`src/rtl/lsa_pkg.sv`:
```
package lsa_pkg;
  localparam int unsigned LANE_W = 8;
  localparam int unsigned LANES  = 4;
  localparam int unsigned WORD_W = LANE_W * LANES;
  localparam int unsigned OFF_W  = $clog2(LANES);

  typedef enum logic [1:0] {
    SZ_BYTE = 2'd0,
    SZ_HALF = 2'd1,
    SZ_WORD = 2'd2,
    SZ_RSVD = 2'd3
  } acc_size_e;

  typedef struct packed {
    logic [OFF_W-1:0] off;
    acc_size_e        size;
    logic             sext;
    logic             big;
  } ld_ctx_t;

  // byte offset -> physical lane; big-endian mirrors the lane order
  function automatic logic [OFF_W-1:0] lane_of(logic [OFF_W-1:0] off, logic big);
    return off ^ {OFF_W{big}};
  endfunction

  // halfword offset -> physical half (0 = low lanes)
  function automatic logic half_of(logic [OFF_W-1:0] off, logic big);
    return off[OFF_W-1] ^ big;
  endfunction
endpackage

```
`src/rtl/lsa_addr_check.sv`:
```
module lsa_addr_check
  import lsa_pkg::*;
(
  input  acc_size_e        size_i,
  input  logic [OFF_W-1:0] off_i,
  output logic             misalign_o
);
  always_comb begin
    unique case (size_i)
      SZ_BYTE: misalign_o = 1'b0;
      SZ_HALF: misalign_o = off_i[0];
      SZ_WORD: misalign_o = |off_i;
      default: misalign_o = 1'b1;
    endcase
  end
endmodule

```
`src/rtl/lsa_store_lanes.sv`:
```
module lsa_store_lanes
  import lsa_pkg::*;
(
  input  logic              en_i,
  input  acc_size_e         size_i,
  input  logic [OFF_W-1:0]  off_i,
  input  logic              big_i,
  input  logic [WORD_W-1:0] wdata_i,
  output logic [LANES-1:0]  be_o,
  output logic [WORD_W-1:0] wdata_o
);
  logic [OFF_W-1:0] byte_lane;
  logic             half_sel;

  assign byte_lane = lane_of(off_i, big_i);
  assign half_sel  = half_of(off_i, big_i);

  for (genvar g = 0; g < LANES; g++) begin : g_lane
    localparam int unsigned HALF_IDX = g / 2;
    localparam int unsigned IN_HALF  = g % 2;
    logic hit;

    always_comb begin
      unique case (size_i)
        SZ_BYTE: hit = (byte_lane == OFF_W'(g));
        SZ_HALF: hit = (half_sel == HALF_IDX[0]);
        SZ_WORD: hit = 1'b1;
        default: hit = 1'b0;
      endcase
    end

    assign be_o[g] = en_i & hit;

    always_comb begin
      unique case (size_i)
        SZ_BYTE: wdata_o[g*LANE_W +: LANE_W] = wdata_i[LANE_W-1:0];
        SZ_HALF: wdata_o[g*LANE_W +: LANE_W] = wdata_i[IN_HALF*LANE_W +: LANE_W];
        default: wdata_o[g*LANE_W +: LANE_W] = wdata_i[g*LANE_W +: LANE_W];
      endcase
    end
  end
endmodule

```
`src/rtl/lsa_load_extract.sv`:
```
module lsa_load_extract
  import lsa_pkg::*;
(
  input  logic              valid_i,
  input  ld_ctx_t           ctx_i,
  input  logic [WORD_W-1:0] rdata_i,
  output logic [WORD_W-1:0] data_o
);
  localparam int unsigned HALF_W = 2 * LANE_W;

  logic [LANE_W-1:0] byte_v;
  logic [HALF_W-1:0] half_v;

  assign byte_v = rdata_i[lane_of(ctx_i.off, ctx_i.big)*LANE_W +: LANE_W];
  assign half_v = rdata_i[half_of(ctx_i.off, ctx_i.big)*HALF_W +: HALF_W];

  always_comb begin
    data_o = '0;
    if (valid_i) begin
      unique case (ctx_i.size)
        SZ_BYTE: data_o = {{(WORD_W-LANE_W){ctx_i.sext & byte_v[LANE_W-1]}}, byte_v};
        SZ_HALF: data_o = {{(WORD_W-HALF_W){ctx_i.sext & half_v[HALF_W-1]}}, half_v};
        default: data_o = rdata_i;
      endcase
    end
  end
endmodule

```
`src/rtl/lsa_lane_aligner.sv`:
```
module lsa_lane_aligner
  import lsa_pkg::*;
#(
  parameter int unsigned ADDR_W = 32
) (
  input  logic              clk_i,
  input  logic              rst_ni,
  input  logic              req_valid_i,
  input  logic              req_we_i,
  input  logic [ADDR_W-1:0] req_addr_i,
  input  logic [1:0]        req_size_i,
  input  logic              req_signed_i,
  input  logic              big_endian_i,
  input  logic [31:0]       req_wdata_i,
  output logic              mem_req_o,
  output logic              mem_we_o,
  output logic [ADDR_W-3:0] mem_word_addr_o,
  output logic [3:0]        mem_be_o,
  output logic [31:0]       mem_wdata_o,
  output logic              misalign_o,
  input  logic [31:0]       mem_rdata_i,
  output logic              load_valid_o,
  output logic [31:0]       load_data_o
);
  acc_size_e        size;
  logic [OFF_W-1:0] off;
  logic             bad;
  logic             ok;
  ld_ctx_t          ctx_q;
  logic             ld_q;

  assign size = acc_size_e'(req_size_i);
  assign off  = req_addr_i[OFF_W-1:0];

  lsa_addr_check i_chk (
    .size_i    (size),
    .off_i     (off),
    .misalign_o(bad)
  );

  assign ok              = req_valid_i & ~bad;
  assign misalign_o      = req_valid_i & bad;
  assign mem_req_o       = ok;
  assign mem_we_o        = req_we_i;
  assign mem_word_addr_o = req_addr_i[ADDR_W-1:OFF_W];

  lsa_store_lanes i_st (
    .en_i   (ok & req_we_i),
    .size_i (size),
    .off_i  (off),
    .big_i  (big_endian_i),
    .wdata_i(req_wdata_i),
    .be_o   (mem_be_o),
    .wdata_o(mem_wdata_o)
  );

  always_ff @(posedge clk_i or negedge rst_ni) begin
    if (!rst_ni) begin
      ld_q  <= 1'b0;
      ctx_q <= '0;
    end else begin
      ld_q <= ok & ~req_we_i;
      if (ok & ~req_we_i) begin
        ctx_q.off  <= off;
        ctx_q.size <= size;
        ctx_q.sext <= req_signed_i;
        ctx_q.big  <= big_endian_i;
      end
    end
  end

  lsa_load_extract i_ld (
    .valid_i(ld_q),
    .ctx_i  (ctx_q),
    .rdata_i(mem_rdata_i),
    .data_o (load_data_o)
  );

  assign load_valid_o = ld_q;
endmodule

```
`config.mk`:
```
export PLATFORM = sky130hd
export DESIGN_NAME = lsa_lane_aligner
export DESIGN_NICKNAME = d
export VERILOG_FILES = /design/src/rtl/lsa_pkg.sv /design/src/rtl/lsa_addr_check.sv /design/src/rtl/lsa_store_lanes.sv /design/src/rtl/lsa_load_extract.sv /design/src/rtl/lsa_lane_aligner.sv
export SDC_FILE = /design/constraint.sdc
export NUM_CORES = 1
export LEC_CHECK = 0
export CAP_MARGIN = 30
export CORE_AREA = 2 2 79 81
export CTS_CLUSTER_SIZE = 28
export DETAILED_ROUTE_END_ITERATION = 10
export DIE_AREA = 0 0 81 83
export DONT_BUFFER_PORTS = 1
export GPL_TIMING_DRIVEN = 0
export PLACE_DENSITY = 0.58
export SYNTH_ARGS = -nofsm -noshare
export SYNTH_HDL_FRONTEND = slang
export SYNTH_SLANG_ARGS = --single-unit
export TNS_END_PERCENT = 5
```
`constraint.sdc`:
```
create_clock -name clk_i -period 3.5 [get_ports clk_i]
set_input_delay 0.175 -clock clk_i [delete_from_list [all_inputs] [get_ports clk_i]]
set_output_delay 0.175 -clock clk_i [all_outputs]
set_load 0.05 [all_outputs]
```
### Word level (Yosys, flattened, before mapping)

Index checks and enable logic that the tools add are counted.

| word-level totals | value |
|---|---|
| ROM bits | 0 |
| bits of input ports | 104 |
| bits in latches | 0 |
| memory bits (writable) | 0 |
| register bits | 7 |
| logic and storage cells | 45 |
| output and inout port bits | 102 |
| memories | 0 |

| cells by class | value |
|---|---|
| multipliers | 0 |
| add/subtract/negate cells | 0 |
| div/mod/pow operators | 0 |
| reductions and logical operators | 5 |
| shift-type cells | 2 |
| bitwise logic cells | 17 |
| magnitude comparators | 0 |
| equality and inequality tests | 6 |
| muxes and demuxes | 10 |

Operators by type and width:

| cell | number |
|---|---|
| $pmux W32 S2 | 1 |
| $mux W32 | 1 |
| $shiftx A32 B6 Y16 | 1 |
| $shiftx A32 B6 Y8 | 1 |
| $mux W8 | 2 |
| $pmux W8 S2 | 1 |
| $pmux W1 S3 | 5 |
| $and A1 B1 Y1 | 10 |
| $eq A2 B1 Y1 const B | 3 |
| $eq A2 B2 Y1 const B | 3 |
| $logic_not A2 Y1 | 3 |
| $reduce_or A2 Y1 | 2 |
| $xor A2 B2 Y2 | 2 |
| $not A1 Y1 | 3 |
| $xor A1 B1 Y1 | 2 |

### Logic depth before layout (Yosys ltp)

Gate-level depths: netlist of the first run.

| depth | value |
|---|---|
| depth after elaboration | 6 |
| mapped depth | 6 |
| gate-level depth less buffers | 4 |

### Modules after synthesis

A second synthesis of the first run with hierarchy kept.

| second synthesis, totals | value |
|---|---|
| cells, all modules | 240 |
| area total of the unflattened synthesis | 1,778.0 um^2 |

Modules (own cells, without submodules):

| module | cells an instance | instances | area each (um^2) | sequential area each (um^2) |
|---|---|---|---|---|
| lsa_load_extract | 124 | 1 | 734.5 | 0.0 |
| lsa_lane_aligner | 48 | 1 | 516.7 | 175.2 |
| lsa_store_lanes | 65 | 1 | 513.0 | 0.0 |
| lsa_addr_check | 3 | 1 | 13.8 | 0.0 |

### Worst setup path before layout of the first run

No wires, ideal clock.

| timing path | value |
|---|---|
| path kind | flip-flop to output port |
| start | register ctx_q[0] (netlist bit) |
| end | output port load_data_o[19] |
| required time | 3.325 ns |
| arrival | 2.545 ns |
| slack | 0.780 ns |
| cell stages (with the launch flop) | 7 |
| path buffers | 2 |
| cells stage by stage | dfrtp_1 > buf_2 > and2b_1 > mux2i_1 > o2111ai_2 > buf_8 > a221oi_1 |

| between the ends | value |
|---|---|
| cells in the longest elaborated chain, start to end | 5 |
| elaborated cells on any way between the ends | 8 |
| classes of those cells | shift: 2; mux: 2; bitwise: 4 |

Ends and longest elaborated chain:

| item | line | text |
|---|---|---|
| start: declaration | lsa_lane_aligner.sv:29 | `ld_ctx_t ctx_q;` |
| $xor A1 B1 Y1 / $xor A2 B2 Y2 (equally long branches) | lsa_pkg.sv:28, lsa_pkg.sv:23 |  |
| $shiftx A32 B6 Y16 / $shiftx A32 B6 Y8 (equally long branches) | lsa_load_extract.sv:15, lsa_load_extract.sv:14 |  |
| $and A1 B1 Y1, on equally long branches | lsa_load_extract.sv:22, lsa_load_extract.sv:21 |  |
| $pmux W32 S2 * | lsa_load_extract.sv:20 | `unique case (ctx_i.size)` |
| $mux W32 * | lsa_load_extract.sv:19 | `if (valid_i) begin` |
| end: declaration | lsa_lane_aligner.sv:23 | `output logic [31:0] load_data_o` |

Mark *: on every way between the ends. The rest lies on a longest branch, timed or not.

### Worst setup path after layout of the first run

| timing path | value |
|---|---|
| start | register ctx_q[5] (netlist bit) |
| end | output port load_data_o[28] |

Same word-level chain as after synthesis.

==> results.py, run 1 <==
metrics = {
    "power": {
        "power.ir.vdd_worst_uv": 155,
        "leakage_power_total_nw": 0.949,
        "pwr_density_cell_nw_per_um2": 456,
    },
    "setup_path": {
        "crit_path_max_incr_delay_ns": 0.80,
        "crit_path_start_kind": "register",
        "timing.critical_path.to_type": "output pin",
        "worstPathCellList": "buf_4 > xnor2_4 > mux2i_1 > a21oi_2 > buf_4 > a221oi_2",
        "capturing_point_of_the_worst_reg2reg_path": "ctx_q[3]$_DFFE_PN0P_",
        "worst_path_most_repeated_cell": "sky130_fd_sc_hd__buf_4",
        "critical_path_required_ns": 3.32,
        "ff2ff_path_depth": 4,
        "setup.worst_path.start": "ctx_q[5]$_DFFE_PN0P_",
        "path_delay_family": "compound AO/OA/AOI/OAI gates",
        "cp_num_buf_inv": 2,
        "cell_with_the_biggest_individual_delay_on_the_critical_path": "sky130_fd_sc_hd__a221oi_2",
        "worst_r2r_startpoint": "ctx_q[3]$_DFFE_PN0P_",
        "critical_path_depth": 6,
        "setup_slack_reg_to_reg_ns": 2.15,
        "data_arrival_time_of_the_critical_path_ns": 2.67,
        "worst_path_class_setup": "register to output pin",
        "critical_path.max_fanout": 10,
    },
    "cells_and_area": {
        "share_of_layout_cells_above_drive_strength_1_pct": 44.0,
        "layout.filler_cells": 608,
        "nNetsFinal": 380,
        "antenna_cells_inserted": 0,
        "synthToLayoutAreaGrowth_pct": 13.4,
        "post_layout_nonfiller_instances": 350,
    },
    "yosys": {
        "synth_flop_cell": "sky130_fd_sc_hd__dfrtp_1",
        "yosys.area.top_type_share_pct": 15.3,
        "synth-compound-area-share_pct": 33.3,
        "yosysSeqAreaShare_pct": 8.73,
        "simple_gate_share_of_the_synthesized_area_pct": 9.79,
        "synth_top_family_by_area": "compound AO/OA/AOI/OAI gates",
        "netlist_top_cells_count": "sky130_fd_sc_hd__buf_4, sky130_fd_sc_hd__mux2_2, sky130_fd_sc_hd__o21ai_0",
        "synthCells": 260,
        "synthMostInstantiatedCell": "sky130_fd_sc_hd__buf_4",
        "synth.cell_area_um2": 2010,
        "synth-xor-area-share_pct": 1.81,
        "syn-num-nets": 364,
        "synth.area.top_cells": "sky130_fd_sc_hd__buf_4, sky130_fd_sc_hd__mux2_2, sky130_fd_sc_hd__dfrtp_1",
        "synth-adder-area-share_pct": 0,
        "synth_seq_cells": 7,
        "async_reset_ff_share_pct": 100,
        "post-synth-top-area-cell": "sky130_fd_sc_hd__buf_4",
        "synth-edff-count": 0,
        "yosysWarningCount": 0,
        "synth.mux.area_fraction_pct": 22.3,
        "synth_cell_type_count": 39,
        "syn_avg_cell_area_um2": 7.71,
    },
    "hold_path": {
        "hold_end": "ctx_q[5]$_DFFE_PN0P_",
        "hold_path_class": "input port to register",
        "min_delay_path_depth": 1,
        "hp-start": "req_addr_i[1]",
    },
    "sta": {
        "postLayoutSetupSlackWorst_ns": 0.656,
        "max_clock_freq_ghz": 0.352,
        "timing.max_slew.rel_slack_pct": 31.8,
        "final.setup_skew_ns": 0,
        "timing.final.setup_violations": 0,
        "max_slew.worst_pin.slew_ns": 1.03,
        "grt_setup_unrepaired": "no",
        "period_utilization_pct": 81.3,
        "timing_hold_violations_final": 0,
        "min_period_ns": 2.84,
        "final-max-slew-violation-count": 0,
        "totalNegativeSetupSlack_ns": 0,
    },
    "floorplanning": {
        "chipWidth_um": 81,
        "design.portCount": 206,
        "die_height_um": 83,
        "starting_density_of_the_core_pct": 34.5,
        "total_die_area_um2": 6720,
        "core_area_um2": 5820,
        "num_rows": 28,
    },
    "clocking": {
        "cts.root.buffer_cell": "sky130_fd_sc_hd__clkbuf_8",
        "cts.path.max_buffers": 2,
        "post-cts-setup-buffers": 0,
        "cts.sinks": 7,
        "cts.clk_slew.worst_paths_ns": 0.04,
        "cts-htree-levels": 1,
        "cts_tree": "built",
        "number_of_clock_buffers_inserted_by_tritoncts": 3,
        "worstSkewPairLatency_ns": 0.23,
    },
    "place": {
        "io_buffer_count": 0,
        "placement.setup.worst_slack_ns": 0.919,
        "post_placement_cell_count": 345,
        "routabilityCongestion": 0.808,
        "dp_hpwl_um": 5510,
    },
    "drt": {
        "detail_route.iter0.violations": 61,
        "ant_nets": 0,
        "routed_wire_per_std_cell_um": 18.6,
        "vias_per_std_cell": 5.64,
        "drt_pass1_iterations": 4,
        "drc_errors": 0,
        "totalWireLength_um": 6520,
        "vias_after_detailed_routing": 1975,
    },
    "global_route": {
        "global_route.usage.total_pct": 18.1,
        "largest_net_degree_at_the_start_of_global_routing": 11,
        "grt_pass1_vias": 1829,
        "global_route.overflow_total": 0,
        "grt_antenna_before_repair": 1,
        "grt_pass1_wl_um": 9550,
    },
    "status": {
        "status": "finished clean",
    },
    "job": {
        "timing.max_cap.violations": 0,
    },
}
==> state kept, by name, indices dropped and copies added (netlist names) <==
signal        count
ctx_q             6
load_valid_o      1
==> cell families after synthesis <==
logic type	after synthesis
AOI/OAI and AO/OA	91
DFF	7
buffers and inverters	81
and+or+nand+nor	39
xor gates and xnor gates	2
muxes	40
==> cells in the final DEF (no fill, tap or decap), types with 6 or more instances in the layout <==
master                     synthesis  layout
sky130_fd_sc_hd__clkbuf_1         12      13
sky130_fd_sc_hd__dfrtp_1           7       7
sky130_fd_sc_hd__a21oi_1          15      15
sky130_fd_sc_hd__a21oi_2           9       9
sky130_fd_sc_hd__o22ai_1           7       7
sky130_fd_sc_hd__inv_1            20      20
sky130_fd_sc_hd__a211oi_2          0       8
sky130_fd_sc_hd__a221oi_1          6       6
sky130_fd_sc_hd__a221oi_2         10      10
sky130_fd_sc_hd__mux2i_1          11      11
sky130_fd_sc_hd__mux2_2           27      27
sky130_fd_sc_hd__nand2_1          13      13
sky130_fd_sc_hd__o21ai_0          27      20
sky130_fd_sc_hd__buf_4            41      51
sky130_fd_sc_hd__o21ai_1           1       8
sky130_fd_sc_hd__nor3_1            8       8
==> worst max path at each step <==
| stage | end |
|---|---|
| after floorplan | load_data_o[19] |
| after global placement | load_data_o[31] |
| after detailed placement | load_data_o[21] |
| after CTS | load_data_o[21] |
| after global routing | load_data_o[25] |
| final | load_data_o[28] |
==> metal layers <==
metal	vias up	global-route usage [%]	share of wire (%)
li1	933	-	-
met1	920	19.7	35
met2	115	33.7	53
met3	7	4.13	10
met4	0	5.08	1.3
met5	-	0	0
==> stage by stage <==
stage	total power [mW]	util, %	hold WS, ns	instance area (um2)
2_1_floorplan	0.797	-	-0.121	2010
3_3_place_gp	0.885	36.1	-0.120	2100
3_5_place_dp	0.918	38.2	-0.120	2220
4_1_cts	1.04	39.1	0.0917	2270
5_1_grt	1.09	39.1	0.0906	2270
6_report	1.04	39.1	0.0944	2270
==> final cells by class <==
cell class / count / area [um2] / share of cell area [%]
sequential: 7 / 175 / 7.70
timing repair buffer: 11 / 85.1 / 3.74
multi-input combinational: 172 / 1390 / 61.3
tap: 75 / 93.8 / 4.13
inverter: 21 / 78.8 / 3.47
buffer: 60 / 403 / 17.7
clock buffer: 4 / 45.0 / 1.98
==> report_power, final <==
part           switching (mW)  internal, mW
Combinational           0.578         0.233
Clock                  0.0357        0.0788
Sequential             0.0141        0.0971
==> what timing repair did <==
| item | in CTS | in global routing |
|---|---|---|
| hold endpoints to repair | 7 | 0 |
| hold buffers | 1 | 0 |
| gates resized for setup | 0 | 0 |
No activity file was read; power rests on OpenSTA's default activity.
==> inputs of run 2 (changes only) <==
- CORE_AREA: 2 2 79 81 -> 2 2 80 82
- DIE_AREA: 0 0 81 83 -> 0 0 82 84
- PLACE_DENSITY: 0.58 -> 0.59
- clock period: 3.5 -> 2.34 ns (I/O delays scaled with it)
==> results.py, run 2 (same netlist as run 1, synthesis figures left out) <==
metrics = {
    "clocking": {
        "worstSkewPairLatency_ns": 0.23,
        "cts-htree-levels": 1,
        "cts_tree": "built",
        "cts.sinks": 7,
        "cts.path.max_buffers": 2,
        "cts.root.buffer_cell": "sky130_fd_sc_hd__clkbuf_8",
        "number_of_clock_buffers_inserted_by_tritoncts": 3,
        "cts.clk_slew.worst_paths_ns": 0.04,
    },
    "drt": {
        "drt_pass1_iterations": 4,
        "drc_errors": 0,
        "totalWireLength_um": 6820,
        "routed_wire_per_std_cell_um": 19.3,
        "ant_nets": 0,
        "vias_after_detailed_routing": 2039,
        "vias_per_std_cell": 5.78,
        "detail_route.iter0.violations": 178,
    },
    "cells_and_area": {
        "most-common-layout-cells": "sky130_fd_sc_hd__buf_4, sky130_fd_sc_hd__mux2_2, sky130_fd_sc_hd__o21ai_0",
        "antenna_cells_inserted": 0,
        "max_ffs_per_register": 6,
        "share_of_layout_cells_above_drive_strength_1_pct": 47.1,
        "synthToLayoutAreaGrowth_pct": 29.4,
        "nNetsFinal": 381,
        "finalInstanceArea_um2": 2590,
        "most_common_cell_after_layout_fill_and_taps_aside": "sky130_fd_sc_hd__buf_4",
        "layout.filler_cells": 600,
        "register_bank_with_the_most_flops": "ctx_q",
    },
    "setup_path": {
        "worstPathCellList": "buf_2 > and2b_1 > mux2i_2 > o2111ai_4 > buf_6 > a221oi_4",
        "ff2ff_path_depth": 4,
        "crit_path_max_incr_delay_ns": 0.57,
        "cell_with_the_biggest_individual_delay_on_the_critical_path": "sky130_fd_sc_hd__a221oi_4",
        "data_arrival_time_of_the_critical_path_ns": 2.26,
        "worst_r2r_startpoint": "ctx_q[3]$_DFFE_PN0P_",
        "critical_path_required_ns": 2.22,
        "capturing_point_of_the_worst_reg2reg_path": "ctx_q[3]$_DFFE_PN0P_",
        "crit_path_start_kind": "register",
        "critical_path.max_fanout": 10,
        "timing.critical_path.to_type": "output pin",
        "worst_path_class_setup": "register to output pin",
        "setup_slack_reg_to_reg_ns": 0.99,
    },
    "sta": {
        "max_clock_freq_ghz": 0.421,
        "timing_hold_violations_final": 0,
        "timing.max_slew.rel_slack_pct": 31.8,
        "final-max-slew-violation-count": 0,
        "final.setup_skew_ns": 0,
        "grt_setup_unrepaired": "yes",
        "min_period_ns": 2.38,
        "max_slew.worst_pin.slew_ns": 1.02,
        "timing.final.setup_violations": 9,
        "postLayoutSetupSlackWorst_ns": -0.0378,
        "period_utilization_pct": 102,
    },
    "global_route": {
        "grt_pass1_wl_um": 9730,
        "global_route.usage.total_pct": 18.0,
        "grt_pass1_vias": 1859,
        "global_route.overflow_total": 0,
        "largest_net_degree_at_the_start_of_global_routing": 11,
        "grt_antenna_before_repair": 0,
    },
    "power": {
        "leakage_power_total_nw": 0.995,
        "pwr_density_cell_nw_per_um2": 684,
        "power.ir.vdd_worst_uv": 291,
    },
    "place": {
        "placed_area_um2": 2210,
        "routabilityCongestion": 0.780,
        "dp_hpwl_um": 5390,
        "placement.setup.worst_slack_ns": -0.155,
        "io_buffer_count": 0,
    },
    "floorplanning": {
        "starting_density_of_the_core_pct": 32.9,
        "chipWidth_um": 82,
        "total_die_area_um2": 6890,
        "design.portCount": 206,
        "core_area_um2": 6100,
        "die_height_um": 84,
        "num_rows": 29,
    },
    "hold_path": {
        "hp-start": "req_addr_i[1]",
        "hold_path_class": "input port to register",
        "min_delay_path_depth": 1,
        "hold_end": "ctx_q[5]$_DFFE_PN0P_",
    },
    "status": {
        "status": "finished with violations",
        "violations": "negative setup slack",
    },
    "job": {
        "timing.max_cap.violations": 0,
    },
}
[run 2: cell count changes in the layout (fill, tap and decap cells not counted), sizes merged]
cell and change:
buf +1
[run 2: through the flow]
stage	hold slack [ns]	utilization [%]	setup TNS [ns]	total power, mW	cells
after floorplan	-0.179	-	-2.35	1.19	260
after global placement	-0.178	34.5	-7.01	1.32	337
after detailed placement	-0.178	36.3	-1.39	1.37	346
after CTS	0.0409	40.4	-1.03	1.68	352
after global routing	0.0376	42.6	-1.52	1.85	353
final	0.0428	42.6	-0.145	1.78	353
[run 2: per-layer routing]
metal / GRT usage (%) / part of all wire (%) / up-vias
met4: 5.15 / 1.5 / 0
met1: 20.9 / 34 / 964
met2: 33.6 / 55 / 138
met5: 0 / 0 / -
met3: 2.06 / 9.4 / 10
li1: - / - / 927
[run 2: what timing repair did]
item / in CTS / in global routing
hold buffers: 1 / 0
gates resized for setup: 21 / 23
pin swaps: 2 / 2
endpoints found under the hold margin: 7 / 0
endpoints found under the setup margin: 22 / 30
buffers inserted: 1 / 0
[run 2: worst max path at each step]
stage | from | slack (ns) | endpoint | cells past startpoint
floorplan | ctx_q[0]$_DFFE_PN0P_ | -0.32 | load_data_o[19] | 6
finish | ctx_q[0]$_DFFE_PN0P_ | -0.04 | load_data_o[29] | 6
CTS | ctx_q[0]$_DFFE_PN0P_ | -0.14 | load_data_o[3] | 4
global placement | ctx_q[0]$_DFFE_PN0P_ | -0.49 | load_data_o[19] | 6
detailed placement | ctx_q[5]$_DFFE_PN0P_ | -0.16 | load_data_o[28] | 6
global route | req_size_i[1] | -0.14 | mem_be_o[2] | 5
[run 2: critical path, delay by kind of cell (launching register included)]
kind                   cells  cell delay, ns
AOI/OAI and AO/OA          2            0.79
buffers and inverters      2            0.44
DFF                        1            0.34
muxes                      1            0.24
and+or+nand+nor            1            0.21
[run 2: area by class of cell]
class | instances | area, um2 | share of cell area [%]
plain buffers | 60 | 422 | 16.2
clock buffers | 4 | 45.0 | 1.74
inverters | 21 | 78.8 | 3.04
multi-input cells | 172 | 1670 | 64.4
flip-flops and latches | 7 | 178 | 6.85
well taps | 77 | 96.3 | 3.71
repair buffers | 12 | 104 | 4.00
[run 2: where the power goes]
group / internal, mW / leakage [nW] / switching, mW
Combinational: 0.423 / 0.890 / 1.01
Sequential: 0.146 / 0.0817 / 0.0230
Clock: 0.118 / 0.0228 / 0.0508
Total: 0.687 / 0.995 / 1.09
==> inputs of run 3 (changes only) <==
- SKIP_CTS_REPAIR_TIMING: not set -> 1
==> results.py, run 3 (same netlist as run 1, synthesis figures left out) <==
metrics = {
    "clocking": {
        "cts.path.max_buffers": 2,
        "worstSkewPairLatency_ns": 0.23,
        "cts.clk_slew.worst_paths_ns": 0.04,
        "cts-htree-levels": 1,
        "number_of_clock_buffers_inserted_by_tritoncts": 3,
        "cts.root.buffer_cell": "sky130_fd_sc_hd__clkbuf_8",
        "cts_tree": "built",
        "cts.sinks": 7,
    },
    "place": {
        "routabilityCongestion": 0.780,
        "placed_area_um2": 2210,
        "post_placement_cell_count": 346,
        "placement.setup.worst_slack_ns": -0.155,
        "dp_hpwl_um": 5390,
        "io_buffer_count": 0,
    },
    "setup_path": {
        "critical_path.max_fanout": 10,
        "timing.critical_path.to_type": "output pin",
        "cell_with_the_biggest_individual_delay_on_the_critical_path": "sky130_fd_sc_hd__mux4_2",
        "worstPathCellList": "or2_2 > mux4_2 > o2111ai_4 > buf_8 > a221oi_1 > buf_4",
        "data_arrival_time_of_the_critical_path_ns": 2.28,
        "crit_path_start_kind": "register",
        "ff2ff_path_depth": 4,
        "critical_path_depth": 6,
        "path_delay_family": "multiplexers",
        "worst_path_class_setup": "register to output pin",
        "cp_num_buf_inv": 2,
        "crit_path_max_incr_delay_ns": 0.50,
        "critical_path_required_ns": 2.22,
        "setup_slack_reg_to_reg_ns": 0.95,
    },
    "floorplanning": {
        "design.portCount": 206,
        "core_area_um2": 6100,
        "num_rows": 29,
        "starting_density_of_the_core_pct": 32.9,
        "die_height_um": 84,
        "total_die_area_um2": 6890,
        "chipWidth_um": 82,
    },
    "drt": {
        "detail_route.iter0.violations": 116,
        "ant_nets": 0,
        "totalWireLength_um": 6730,
        "drt_pass1_iterations": 4,
        "drc_errors": 0,
        "routed_wire_per_std_cell_um": 19.1,
        "vias_after_detailed_routing": 2013,
        "vias_per_std_cell": 5.72,
    },
    "sta": {
        "period_utilization_pct": 102,
        "final.setup_skew_ns": 0,
        "postLayoutSetupSlackWorst_ns": -0.0580,
        "final-max-slew-violation-count": 0,
        "max_slew.worst_pin.slew_ns": 1.19,
        "timing.final.setup_violations": 12,
        "totalNegativeSetupSlack_ns": -0.207,
        "timing.max_slew.rel_slack_pct": 20.7,
        "max_clock_freq_ghz": 0.417,
        "grt_setup_unrepaired": "yes",
        "min_period_ns": 2.40,
        "timing_hold_violations_final": 0,
    },
    "job": {
        "timing.max_cap.violations": 0,
    },
    "hold_path": {
        "hold_path_class": "input port to register",
        "min_delay_path_depth": 1,
    },
    "status": {
        "violations": "negative setup slack",
        "status": "finished with violations",
    },
    "cells_and_area": {
        "finalInstanceArea_um2": 2560,
        "most-common-layout-cells": "sky130_fd_sc_hd__buf_4, sky130_fd_sc_hd__mux2_2, sky130_fd_sc_hd__o21ai_0",
        "seqCellArea_um2": 176,
        "footprint_of_the_multi_input_gates_um2": 1670,
        "nNetsFinal": 380,
        "post_layout_nonfiller_instances": 352,
        "share_of_layout_cells_above_drive_strength_1_pct": 46.2,
        "layout.filler_cells": 604,
        "antenna_cells_inserted": 0,
        "final_util_pct": 42.0,
        "register_bank_with_the_most_flops": "ctx_q",
        "synthToLayoutAreaGrowth_pct": 27.8,
        "most_common_cell_after_layout_fill_and_taps_aside": "sky130_fd_sc_hd__buf_4",
        "max_ffs_per_register": 6,
    },
    "power": {
        "leakage_power_total_nw": 0.980,
        "power.ir.vdd_worst_uv": 284,
        "pwr_density_cell_nw_per_um2": 686,
    },
    "global_route": {
        "global_route.usage.total_pct": 17.3,
        "grt_antenna_before_repair": 0,
        "grt_pass1_vias": 1792,
        "global_route.overflow_total": 0,
        "grt_pass1_wl_um": 9320,
        "largest_net_degree_at_the_start_of_global_routing": 11,
    },
}
[run 3: metrics by stage]
stage	power (mW)	hold slack, ns
final	1.76	0.0426
after floorplan	1.19	-0.179
after global routing	1.84	0.0376
after detailed placement	1.37	-0.178
after global placement	1.32	-0.178
after CTS	1.54	-0.418
[run 3: worst register-to-register path: stages, from the launching register on]
cell	delay (ns)
sky130_fd_sc_hd__dfrtp_1	0.36
sky130_fd_sc_hd__clkbuf_1	0.19
sky130_fd_sc_hd__inv_2	0.19
sky130_fd_sc_hd__clkbuf_1	0.38
sky130_fd_sc_hd__mux2i_1	0.13
[run 3: final timing paths]
kind,from,to
worst max-delay path,ctx_q[4]$_DFFE_PN0P_,load_data_o[19]
worst min-delay path,req_addr_i[1],ctx_q[5]$_DFFE_PN0P_
worst max register to register,ctx_q[3]$_DFFE_PN0P_,ctx_q[3]$_DFFE_PN0P_
worst min register to register,ctx_q[1]$_DFFE_PN0P_,ctx_q[1]$_DFFE_PN0P_
max in group asynchronous,rst_ni,load_valid_o$_DFF_PN0_
min in group asynchronous,rst_ni,ctx_q[0]$_DFFE_PN0P_
[run 3: layer usage]
| metal | up-vias | global-route usage (%) | share of wire (%) |
|---|---|---|---|
| li1 | 923 | - | - |
| met4 | 0 | 5.30 | 1.3 |
| met2 | 114 | 32.1 | 55 |
| met3 | 8 | 3.03 | 8.3 |
| met5 | - | 0 | 0 |
| met1 | 968 | 19.4 | 36 |
[run 3: report_power, final]
group          total, mW  switching (mW)  internal, mW
sequential         0.169          0.0239         0.145
clock              0.169          0.0512         0.118
combinational       1.42            1.01         0.412
[run 3: final cells by class]
class | count | share of cell area, %
multi-input combinational | 172 | 65.1
timing repair buffer | 11 | 3.32
sequential | 7 | 6.88
clock buffer | 4 | 1.76
inverter | 21 | 3.08
buffer | 60 | 16.1
tap | 77 | 3.76
